==> config.mk <==
export PLATFORM = sky130hd
export DESIGN_NAME = ctr_wt_flush_seq
export DESIGN_NICKNAME = d
export VERILOG_FILES = /design/src/rtl/ctr_wt_pkg.sv /design/src/rtl/ctr_store.sv /design/src/rtl/seq_ctrl.sv /design/src/rtl/wq_former.sv /design/src/rtl/ctr_wt_flush_seq.sv
export SDC_FILE = /design/constraint.sdc
export NUM_CORES = 1
export LEC_CHECK = 0
export ABC_CLOCK_PERIOD_IN_PS = 4400
export CORE_MARGIN = 2
export CORE_UTILIZATION = 30
export DETAILED_ROUTE_END_ITERATION = 6
export GPL_ROUTABILITY_DRIVEN = 0
export PLACE_DENSITY = 0.56
export SYNTH_ARGS = -nofsm -noshare
export SYNTH_HDL_FRONTEND = slang
export SYNTH_SLANG_ARGS = --single-unit
export TNS_END_PERCENT = 1
==> constraint.sdc <==
create_clock -name clk -period 4.4 [get_ports clk]
set_clock_uncertainty 0.15 [all_clocks]
set_input_delay 0.88 -clock clk [delete_from_list [all_inputs] [get_ports clk]]
set_output_delay 0.88 -clock clk [all_outputs]
set_load 0.1 [all_outputs]
==> src/rtl/ctr_wt_pkg.sv <==
package ctr_wt_pkg;

    typedef enum logic [2:0] {
        ST_IDLE  = 3'd0,
        ST_BUMP  = 3'd1,
        ST_CPUSH = 3'd2,
        ST_WAIT  = 3'd3,
        ST_ACK   = 3'd4
    } seq_state_e;

    typedef enum logic {
        WQ_CTR  = 1'b0,
        WQ_DATA = 1'b1
    } wq_kind_e;

    localparam int unsigned PUSHES_PER_FLUSH = 2;

    function automatic logic room_for_pair(input int unsigned free_slots);
        return free_slots >= PUSHES_PER_FLUSH;
    endfunction

endpackage

==> src/rtl/ctr_store.sv <==
module ctr_store
    import ctr_wt_pkg::*;
#(
    parameter int unsigned IDX_W   = 4,
    parameter int unsigned CTR_W   = 8,
    parameter int unsigned GRP_LOG = 2
) (
    input  logic                           clk,
    input  logic                           rst,
    input  logic [IDX_W-1:0]               line_idx,
    input  logic                           bump_en,
    output logic [CTR_W-1:0]               line_ctr,
    output logic [(CTR_W<<GRP_LOG)-1:0]    grp_line
);
    localparam int unsigned LINES  = 1 << IDX_W;
    localparam int unsigned GRP_N  = 1 << GRP_LOG;
    localparam int unsigned GIDX_W = IDX_W - GRP_LOG;

    logic [CTR_W-1:0]  ctr_mem [LINES];
    logic [GIDX_W-1:0] grp_idx;

    always_ff @(posedge clk) begin
        if (rst) begin
            for (int i = 0; i < LINES; i++) begin
                ctr_mem[i] <= '0;
            end
        end else if (bump_en) begin
            ctr_mem[line_idx] <= ctr_mem[line_idx] + 1'b1;
        end
    end

    assign line_ctr = ctr_mem[line_idx];
    assign grp_idx  = line_idx[IDX_W-1:GRP_LOG];

    for (genvar s = 0; s < GRP_N; s++) begin : g_slot
        assign grp_line[s*CTR_W +: CTR_W] = ctr_mem[{grp_idx, GRP_LOG'(s)}];
    end

endmodule

==> src/rtl/seq_ctrl.sv <==
module seq_ctrl
    import ctr_wt_pkg::*;
#(
    parameter int unsigned FREE_W = 4
) (
    input  logic              clk,
    input  logic              rst,
    input  logic              fl_valid,
    input  logic [FREE_W-1:0] wq_free,
    input  logic              cipher_avail,
    output logic              fl_ready,
    output logic              take,
    output logic              bump_en,
    output logic              enc_req_valid,
    output logic              push_ctr,
    output logic              push_data,
    output logic              ack_pulse
);
    seq_state_e st_q, st_d;

    always_comb begin
        st_d          = st_q;
        fl_ready      = 1'b0;
        take          = 1'b0;
        bump_en       = 1'b0;
        enc_req_valid = 1'b0;
        push_ctr      = 1'b0;
        push_data     = 1'b0;
        ack_pulse     = 1'b0;
        unique case (st_q)
            ST_IDLE: begin
                fl_ready = room_for_pair(32'(wq_free));
                take     = fl_valid && fl_ready;
                if (take) st_d = ST_BUMP;
            end
            ST_BUMP: begin
                bump_en       = 1'b1;
                enc_req_valid = 1'b1;
                st_d          = ST_CPUSH;
            end
            ST_CPUSH: begin
                push_ctr = 1'b1;
                st_d     = ST_WAIT;
            end
            ST_WAIT: begin
                if (cipher_avail) begin
                    push_data = 1'b1;
                    st_d      = ST_ACK;
                end
            end
            ST_ACK: begin
                ack_pulse = 1'b1;
                st_d      = ST_IDLE;
            end
            default: st_d = ST_IDLE;
        endcase
    end

    always_ff @(posedge clk) begin
        if (rst) st_q <= ST_IDLE;
        else     st_q <= st_d;
    end

    // Ordering tracker: set when the counter line is in the queue.
    logic ctr_done_q;
    always_ff @(posedge clk) begin
        if (rst)            ctr_done_q <= 1'b0;
        else if (push_ctr)  ctr_done_q <= 1'b1;
        else if (ack_pulse) ctr_done_q <= 1'b0;
    end

    AST_DATA_AFTER_CTR: assert property (@(posedge clk) disable iff (rst)
        push_data |-> ctr_done_q);
    AST_ACK_AFTER_DATA: assert property (@(posedge clk) disable iff (rst)
        ack_pulse |-> $past(push_data));
    AST_REQ_SINGLE_PULSE: assert property (@(posedge clk) disable iff (rst)
        enc_req_valid |=> !enc_req_valid);

endmodule

==> src/rtl/wq_former.sv <==
module wq_former
    import ctr_wt_pkg::*;
#(
    parameter int unsigned IDX_W   = 4,
    parameter int unsigned CTR_W   = 8,
    parameter int unsigned GRP_LOG = 2
) (
    input  logic                         clk,
    input  logic                         rst,
    input  logic                         push_ctr,
    input  logic                         push_data,
    input  logic [IDX_W-1:0]             line_idx,
    input  logic [(CTR_W<<GRP_LOG)-1:0]  grp_line,
    input  logic                         enc_rsp_valid,
    input  logic [(CTR_W<<GRP_LOG)-1:0]  enc_rsp_cipher,
    output logic                         cipher_avail,
    output logic                         wq_push,
    output logic                         wq_is_data,
    output logic [IDX_W-1:0]             wq_addr,
    output logic [(CTR_W<<GRP_LOG)-1:0]  wq_payload
);
    localparam int unsigned DATA_W = CTR_W << GRP_LOG;

    logic              have_q;
    logic [DATA_W-1:0] cipher_q;
    logic [DATA_W-1:0] cipher_now;
    wq_kind_e          kind;

    always_ff @(posedge clk) begin
        if (rst) begin
            have_q   <= 1'b0;
            cipher_q <= '0;
        end else if (push_data) begin
            have_q   <= 1'b0;
        end else if (enc_rsp_valid) begin
            have_q   <= 1'b1;
            cipher_q <= enc_rsp_cipher;
        end
    end

    assign cipher_avail = have_q || enc_rsp_valid;
    assign cipher_now   = have_q ? cipher_q : enc_rsp_cipher;
    assign kind         = push_data ? WQ_DATA : WQ_CTR;
    assign wq_push      = push_ctr || push_data;
    assign wq_is_data   = (kind == WQ_DATA);
    assign wq_addr      = push_data ? line_idx
                                    : {{GRP_LOG{1'b0}}, line_idx[IDX_W-1:GRP_LOG]};
    assign wq_payload   = push_data ? cipher_now : grp_line;

    AST_PUSH_EXCLUSIVE: assert property (@(posedge clk) disable iff (rst)
        !(push_ctr && push_data));
    AST_DATA_HAS_CIPHER: assert property (@(posedge clk) disable iff (rst)
        push_data |-> (have_q || enc_rsp_valid));

endmodule

==> src/rtl/ctr_wt_flush_seq.sv <==
module ctr_wt_flush_seq
    import ctr_wt_pkg::*;
#(
    parameter int unsigned IDX_W   = 4,
    parameter int unsigned CTR_W   = 8,
    parameter int unsigned GRP_LOG = 2,
    parameter int unsigned FREE_W  = 4,
    localparam int unsigned DATA_W = CTR_W << GRP_LOG
) (
    input  logic              clk,
    input  logic              rst,
    input  logic              fl_valid,
    output logic              fl_ready,
    input  logic [IDX_W-1:0]  fl_addr,
    input  logic [DATA_W-1:0] fl_data,
    output logic              enc_req_valid,
    output logic [IDX_W-1:0]  enc_req_addr,
    output logic [CTR_W-1:0]  enc_req_ctr,
    output logic [DATA_W-1:0] enc_req_plain,
    input  logic              enc_rsp_valid,
    input  logic [DATA_W-1:0] enc_rsp_cipher,
    input  logic [FREE_W-1:0] wq_free,
    output logic              wq_push,
    output logic              wq_is_data,
    output logic [IDX_W-1:0]  wq_addr,
    output logic [DATA_W-1:0] wq_payload,
    output logic              ack_valid,
    output logic [IDX_W-1:0]  ack_addr
);
    logic              take, bump_en, push_ctr, push_data, cipher_avail;
    logic [IDX_W-1:0]  addr_q;
    logic [DATA_W-1:0] data_q;
    logic [CTR_W-1:0]  line_ctr;
    logic [DATA_W-1:0] grp_line;

    always_ff @(posedge clk) begin
        if (rst) begin
            addr_q <= '0;
            data_q <= '0;
        end else if (take) begin
            addr_q <= fl_addr;
            data_q <= fl_data;
        end
    end

    seq_ctrl #(.FREE_W(FREE_W)) ctrl_i (
        .clk           (clk),
        .rst           (rst),
        .fl_valid      (fl_valid),
        .wq_free       (wq_free),
        .cipher_avail  (cipher_avail),
        .fl_ready      (fl_ready),
        .take          (take),
        .bump_en       (bump_en),
        .enc_req_valid (enc_req_valid),
        .push_ctr      (push_ctr),
        .push_data     (push_data),
        .ack_pulse     (ack_valid)
    );

    ctr_store #(.IDX_W(IDX_W), .CTR_W(CTR_W), .GRP_LOG(GRP_LOG)) store_i (
        .clk      (clk),
        .rst      (rst),
        .line_idx (addr_q),
        .bump_en  (bump_en),
        .line_ctr (line_ctr),
        .grp_line (grp_line)
    );

    wq_former #(.IDX_W(IDX_W), .CTR_W(CTR_W), .GRP_LOG(GRP_LOG)) former_i (
        .clk            (clk),
        .rst            (rst),
        .push_ctr       (push_ctr),
        .push_data      (push_data),
        .line_idx       (addr_q),
        .grp_line       (grp_line),
        .enc_rsp_valid  (enc_rsp_valid),
        .enc_rsp_cipher (enc_rsp_cipher),
        .cipher_avail   (cipher_avail),
        .wq_push        (wq_push),
        .wq_is_data     (wq_is_data),
        .wq_addr        (wq_addr),
        .wq_payload     (wq_payload)
    );

    assign enc_req_addr  = addr_q;
    assign enc_req_ctr   = line_ctr + 1'b1;
    assign enc_req_plain = data_q;
    assign ack_addr      = addr_q;

    logic [GRP_LOG-1:0] slot_sel;
    logic [CTR_W-1:0]   slot_val;
    assign slot_sel = addr_q[GRP_LOG-1:0];
    assign slot_val = CTR_W'(wq_payload >> (CTR_W * int'(slot_sel)));

    AST_CTR_SLOT_MATCH: assert property (@(posedge clk) disable iff (rst)
        (wq_push && !wq_is_data) |-> (slot_val == $past(enc_req_ctr)));
    AST_IDLE_QUIET: assert property (@(posedge clk) disable iff (rst)
        fl_ready |-> !(wq_push || enc_req_valid || ack_valid));
    AST_NO_TAKE_WITHOUT_ROOM: assert property (@(posedge clk) disable iff (rst)
        (fl_valid && (wq_free < FREE_W'(2))) |=> !enc_req_valid);

endmodule

Yosys cells after proc, flatten, opt, wreduce, memory -nomap -nowiden
Memory sizes are Yosys's and may differ from the RTL's. A register that Yosys moved wholly into a read port is not among the register bits.
Cells that the tools add are included.
Cells by class
  reduce and logical (&&, ||, !) cells: 8
  bitwise gates (word level): 1
  mux-type cells: 32
  order comparisons: 1
  add/subtract/negate cells: 1
  equality and inequality tests: 6
Operators by type and width (number)
  2-to-1 mux 32 bit: 2
  2-to-1 mux 4 bit: 12
  2-to-1 mux 1 bit: 14
  case mux 3 bit (4 select lines): 1
  adder 8 x 1 -> 8 bit (second input constant): 1
  2-to-1 mux 8 bit: 1
  OR reduction 8 bit: 1
  == test 3 x 2 -> 1 bit (second input constant): 2
  2-to-1 mux 3 bit: 2
  greater-or-equal comparator 4 x 2 -> 1 bit (second input constant): 1
  AND reduction 2 bit: 2
  == test 3 x 1 -> 1 bit (second input constant): 1
  == test 3 bit (second input constant): 1
  logical NOT 3 bit: 1
  logical OR 1 bit: 2
  != test 2 x 1 -> 1 bit (second input constant): 1
  != test 2 bit (second input constant): 1
  OR reduction 2 bit: 1
  logical AND 1 bit: 1
  NOT 1 bit: 1
Word-level totals
  memory bits (writable): 128
  logic and storage cells: 55
  output and inout bits: 89
  input bits: 76
  bits in registers: 72
  memories kept: 1
Memories
  store_i.ctr_mem: depth 16, bits a word 8, rd ports 5, clocked after memory_dff 5, wr ports 16, RTL line ctr_store.sv:19  | logic [CTR_W-1:0] ctr_mem [LINES];

Depth between registers and ports, before layout
Gate-level depths: netlist of the first run.
  depth after elaboration: 7
  mapped depth: 13
  mapped depth without buffers: 8

Hierarchy
A second synthesis of the first run with hierarchy kept.
Second synthesis, totals
  cell total of the unflattened synthesis: 834
  area total of the unflattened synthesis: 9619.2 um^2
Modules (own cells, without submodules)
  ctr_store: seq. area each 3843.7 um^2, area an instance 6107.1 um^2, times used 1, cells an instance 420
  wq_former: seq. area each 660.6 um^2, area an instance 1906.8 um^2, times used 1, cells an instance 258
  ctr_wt_flush_seq: seq. area each 720.7 um^2, area an instance 1422.6 um^2, times used 1, cells an instance 136
  seq_ctrl: seq. area each 60.1 um^2, area an instance 182.7 um^2, times used 1, cells an instance 20

Least setup slack after synthesis of the first run
No wires, ideal clock.
  kind: input to output
  start: in enc_rsp_valid
  end: out wq_payload[22]
  required time: 3.370 ns
  arrival: 3.769 ns
  stages on the path: 5
  slack: -0.399 ns
  buffers on the path: 2
  cells stage by stage: nor2_1 nor2_1 clkbuf_1 buf_1 a21oi_1
On the way
  longest elaborated chain between the ends: 4
Ends and longest elaborated chain
  start: declaration: RTL line ctr_wt_flush_seq.sv:20  | input logic enc_rsp_valid,
  logical OR 1 bit: RTL line wq_former.sv:41  | assign cipher_avail = have_q || enc_rsp_valid;
  2-to-1 mux 1 bit: RTL line seq_ctrl.sv:46  | if (cipher_avail) begin
  2-to-1 mux 1 bit: RTL line seq_ctrl.sv:30  | unique case (st_q)
  2-to-1 mux 32 bit: RTL line wq_former.sv:48  | assign wq_payload = push_data ? cipher_now : grp_line;
  end: declaration: RTL line ctr_wt_flush_seq.sv:26  | output logic [DATA_W-1:0] wq_payload,
Every way passes these cells.

==> results.tsv, run 1 <==
metric	value	unit
status	complete, no violations	
DIE WIDTH	187	um
r2r worst-path depth	9	
fmax	236	MHz
H-tree Lvls	1	
Flop pwr share	38.1	%
Worst Hold Launch	enc_req_plain[27]	
total number of vias	7879	
max-slew violations	0	
Cell Chain, Critical Path	nor2_1, a22oi_1, nand2_1, ha_1, nand3_1, or3_1, nand2_1, buf_12	
Final min period	4250	ps
Nets	1153	
synthesis-stage register bit count	204	
slowest CP cell	nor2_1	
Power Density	428	nW/um^2
largest net degree at the start of global routing	89	
antenna cells	0	
Post-synth EDFFs	128	
post-DP HPWL	23500	um
Die H	187	um
CP Launch Type	flip-flop	
Synth area leader	edfxtp_1	
Hold Vio Cnt, Final	0	
Area growth, synth to finish	33.8	%
Area after DPL	12800	um^2
total CTS buffers	22	
Placed Cells	1500	
Pleak	4.82	nW
Die Area	35000	um^2
CP required	3370	ps
Post-Layout Cell Count	1540	
Max-slew headroom	32.3	%
critical path arrival	3220	ps
Buffers & Inverters on Critical Path	1	
grt total ovfl	0	
wirelength, routed	33900	um
I/O Pins	165	
clk buf depth	3	
clock power share	30.6	%
Worst-Skew Late Latency	530	ps
layout cells sized above 1	21.8	%
initial antenna violation count	0	
Power Internal	3.69	mW
via/cell ratio	5.12	
Synth async-reset ratio	0	%
IO buf count	163	
most frequent CP cell	nand2_1	
Avg Cell Area, Syn	11.1	um^2
Worst setup EP type	primary output	
switching fraction of total power	35.9	%
Post-CTS Setup Inserts	0	
yosys warns	0	
largest stage delay on the critical path	640	ps
post-route cell area	13500	um^2
Final setup viols	0	
top cells by area, synth	edfxtp_1 (38%), dfxtp_1 (15%), mux4_2 (14%), a21oi_1 (7.4%), nand2_1 (6.2%)	
FF-to-FF End	store_i.ctr_mem[11][2]	
DRT iter0 DRCs	690	
Yosys cell types	42	
hold depth	2	
period utilisation layout	96.5	%
actual slew at the worst max-slew pin	1010	ps
most common cell in the netlist	nand2_1	
post-layout total power	5.76	mW
Hold Slack	300	ps
Initial Utilization	30.2	%
Tot GR Track Use	18.9	%
Gate Count Post-Synth	907	
CP Max Fanout	16	
Hold EP	enc_req_plain[27]	
WL per Instance	22.0	um
IR drop worst, VDD	235	uV
Std-Cell Rows	67	
first-pass GRT wire length	49900	um
CTS tree	built	
CTS sink count	204	
mapped cell area	10100	um^2
RSZ-0062 raised after global routing	no	
combinational fraction of design power	31.3	%
Syn Nets	984	
cell family with most CP delay	simple AND/OR/NAND/NOR gates	
share of the synthesized area in the top cell type	38.2	%
Worst-path clk slew	60	ps
Core Region	33300	um^2
Psw	2.07	mW
vias in the first global route	7623	
top_reg_cell synth	edfxtp_1	
top cells by count, synth	nand2_1 (166), a21oi_1 (148), edfxtp_1 (128)	
Hold Crit Class	flip-flop to flip-flop	
CTS root buf	clkbuf_16	
register area share after synthesis	53.3	%
Antenna Nets Post-Route	0	
drt drc	0	
critical path class	flip-flop to primary output	
R2R setup slack	1310	ps
TritonRoute pass-1 iters	5	
number of max-cap violations	0	
## stage by stage
| step | utilization [%] | setup TNS, ps | setup slack [ps] |
|---|---|---|---|
| floorplan | - | -3600 | -399 |
| detailed placement | 38.4 | 0 | 573 |
| CTS | 40.4 | 0 | 59.9 |
| global placement | 38.4 | 0 | 558 |
| global route | 40.5 | 0 | 2.47 |
| finish | 40.5 | 0 | 155 |
## power by group through the flow
stage / logic, mW / clock network [mW] / registers (mW)
floorplan: 1.02 / 0 / 2.38
CTS: 1.80 / 1.80 / 2.19
finish: 1.80 / 1.76 / 2.19
global route: 1.87 / 1.86 / 2.21
global placement: 1.80 / 0 / 2.23
detailed placement: 1.80 / 0 / 2.23
## cells by family (layout without fill, tap and decap cells)
| kind of cell | count (synthesis) | in the layout | synth area share [%] |
|---|---|---|---|
| muxes | 101 | 101 | 17.9 |
| buffers and inverters | 85 | 270 | 4.15 |
| adders and majority gates | 1 | 1 | 0.124 |
| AOI/OAI and AO/OA | 186 | 186 | 10.5 |
| xor gates and xnor gates | 2 | 2 | 0.249 |
| and+or+nand+nor | 328 | 328 | 13.8 |
| DFF | 204 | 204 | 53.3 |
## routing by layer
layer,share of wire [%],vias up,global-route usage (%)
li1,-,3613,-
met1,40,3885,24.2
met2,48,330,31.5
met3,9.1,51,4.86
met4,2.5,0,5.53
met5,0,-,0
## cell usage in the layout, fill, tap and decap left out, types with 5 or more instances in the layout
cell type	count
mux2i_1	36
dfxtp_1	72
buf_4	61
clkbuf_16	22
nand2_1	166
clkinv_2	6
a21oi_2	18
and2_1	6
mux4_2	63
nor2b_1	7
edfxtp_1	128
buf_12	46
nor2_1	105
nand2b_1	17
a21oi_1	148
clkdlybuf4s50_1	115
a22oi_1	10
nand3_1	6
clkinv_1	5
## state kept, by name (all words and copies together) (netlist names), named ones only
name and flops:
ack_addr 4, ctrl_i.st_q 3, former_i.cipher_q 32, store_i.ctr_mem 128, enc_req_plain 32, former_i.have_q 1
## worst max path at each step
stage                  startpoint             end  slack (ps)  depth (start not counted)
floorplan           enc_rsp_valid  wq_payload[22]        -400                          5
global placement    enc_rsp_valid      wq_addr[1]         560                          6
detailed placement  enc_rsp_valid   wq_payload[6]         570                          7
CTS                     flip-flop  enc_req_ctr[6]          60                         10
global route            flip-flop  enc_req_ctr[6]           2                         10
finish                  flip-flop  enc_req_ctr[6]         150                          8
## area by class of cell
type	instances	area [um^2]
inverter	6	22.5
timing repair buffer	224	2550
sequential	204	5370
clock buffer	26	566
fill	3186	19800
clock inverter	14	108
multi-input combinational	618	4290
tap	448	561
## worst min-delay path: stages (launching register included)
cell and delay [ps]:
dfxtp_1 300, nand2_1 50, a21oi_1 50
## what timing repair did
| item | in CTS | in global routing |
|---|---|---|
| gates resized for setup | 0 | 2 |
| endpoints found under the setup margin | 0 | 2 |
| hold buffers | 0 | 0 |
Power figures use the tool's default switching activity.
==> run 2: changes to the inputs <==
- GPL_TIMING_DRIVEN: unset -> 1
- TNS_END_PERCENT: 1 -> 50
==> results of run 2 <==
Same layout as run 1: the final DEF is identical, and so are final timing and power.
==> run 3: changes to the inputs <==
- ABC_CLOCK_PERIOD_IN_PS: 4400 -> unset
- CORE_ASPECT_RATIO: unset -> 0.9
- PLACE_DENSITY: 0.56 -> 0.58
- clock period: 4.4 -> 3.57 ns (I/O delays scaled with it)
==> results.tsv, run 3 (synthesized netlist as in run 1, its figures left out) <==
metric	value	unit
CP Launch Type	flip-flop	
first-pass GRT wire length	45900	um
max-slew violations	0	
Worst setup EP type	primary output	
Worst-Skew Late Latency	500	ps
Nets	1146	
Max-slew headroom	32.5	%
commonest cells after routing, fill and taps aside	nand2_1 (154), a21oi_1 (139), edfxtp_1 (128)	
Reg area	5370	um^2
status	complete, but fails checks	
CP required	2710	ps
Power Density	537	nW/um^2
WL per Instance	20.5	um
Tot GR Track Use	17.3	%
commonest non-fill, non-tap cell in the layout	nand2_1	
wirelength, routed	30800	um
multi-input combinational cell area	4530	um^2
DRT iter0 DRCs	592	
antenna cells	0	
cell family with most CP delay	buffers and inverters	
RSZ-0062 raised after global routing	yes	
IO buf count	163	
hold buffer count at CTS	0	
slowest CP cell	mux4_2	
clk buf depth	3	
Antenna Nets Post-Route	0	
drt drc	0	
Final setup viols	6	
Core Region	33000	um^2
violated checks	negative setup slack	
Die H	178	um
Std-Cell Rows	63	
Worst-path clk slew	60	ps
period utilisation layout	104	%
Pleak	4.97	nW
Area growth, synth to finish	36.9	%
Buffers & Inverters on Critical Path	4	
via/cell ratio	5.14	
IR drop worst, VDD	419	uV
Cell Chain, Critical Path	buf_8, mux4_2, a22o_4, or2_4, ha_4, nand3_4, buf_6, xor2_4, inv_2, buf_12	
CP Max Fanout	6	
CTS sink count	204	
I/O Pins	165	
Hold Vio Cnt, Final	0	
hold depth	2	
total CTS buffers	22	
total number of vias	7747	
critical path class	flip-flop to primary output	
final worst slack	-140	ps
vias in the first global route	7505	
Placed Cells	1451	
Post-Layout Cell Count	1506	
worst slack, placed	55.8	ps
CTS root buf	clkbuf_16	
grt total ovfl	0	
Hold Crit Class	flip-flop to flip-flop	
Largest Register	store_i.ctr_mem	
r2r worst-path depth	5	
CTS tree	built	
TritonRoute pass-1 iters	5	
fillcell total	3068	
post-DP HPWL	22600	um
Initial Utilization	30.5	%
fmax	270	MHz
max reg flops	128	
Die Area	35000	um^2
largest net degree at the start of global routing	89	
number of max-cap violations	0	
actual slew at the worst max-slew pin	1010	ps
largest stage delay on the critical path	500	ps
Final min period	3710	ps
layout cells sized above 1	27.1	%
initial antenna violation count	0	
H-tree Lvls	1	
DIE WIDTH	197	um
critical path depth in cells	10	
critical path arrival	2850	ps
## run 3: changes by cell type in the layout (fill, tap and decap cells not counted), sizes merged
cell	previous run	this run
clkinv	12	6
buf	109	129
bufinv	1	2
clkdlybuf4s50	115	87
clkbuf	26	31
## run 3: worst paths after layout
path	startpoint	endpoint	slack (ps)
min	enc_req_plain[11]	enc_req_plain[11]	300
max reg2reg	ctrl_i.st_q[0]	store_i.ctr_mem[8][5]	630
min reg2reg	enc_req_plain[11]	enc_req_plain[11]	300
max	flip-flop	enc_req_ctr[4]	-140
## run 3: through the flow
stage	hold slack (ps)	total power [mW]	setup TNS (ps)	util (%)	area, um^2
after floorplan	286	4.20	-7680	-	10200
after global routing	317	7.64	-1110	41.7	13800
after global placement	291	4.96	0	38.3	12600
after CTS	305	7.41	-443	41.3	13600
after detailed placement	296	4.97	0	38.3	12600
final	304	7.41	-545	41.7	13800
## run 3: metal layers
metal  wire, um  vias to the layer above  track usage, %
met5          0                        -               0
met4        370                        0            2.94
met3       2540                       29            3.86
met2      14300                      299            27.5
met1      13700                     3831            24.5
li1           -                     3588               -
## run 3: tightest hold or removal path: stages, from the launching register on
cell	delay [ps]
dfxtp_1	310
nand2_1	50
a21oi_1	50
## run 3: final cells by class
cell class,instances,share of cell area (%)
clock buffer,30,4.82
multi-input combinational,618,32.9
timing repair buffer,217,18.6
inverter,6,0.182
tap,422,3.83
clock inverter,9,0.681
sequential,204,39.0
## run 3: power breakdown
part / switching, mW / leakage (nW) / internal, mW
logic: 1.52 / 2.65 / 0.785
registers: 0.0941 / 1.95 / 2.62
clock network: 0.946 / 0.369 / 1.44
## run 3: timing repair
action,4_1_cts,5_1_grt
pin swaps,7,14
endpoints found under the setup margin,8,7
cloned,2,1
gates resized for setup,29,20
setup buffers,7,6
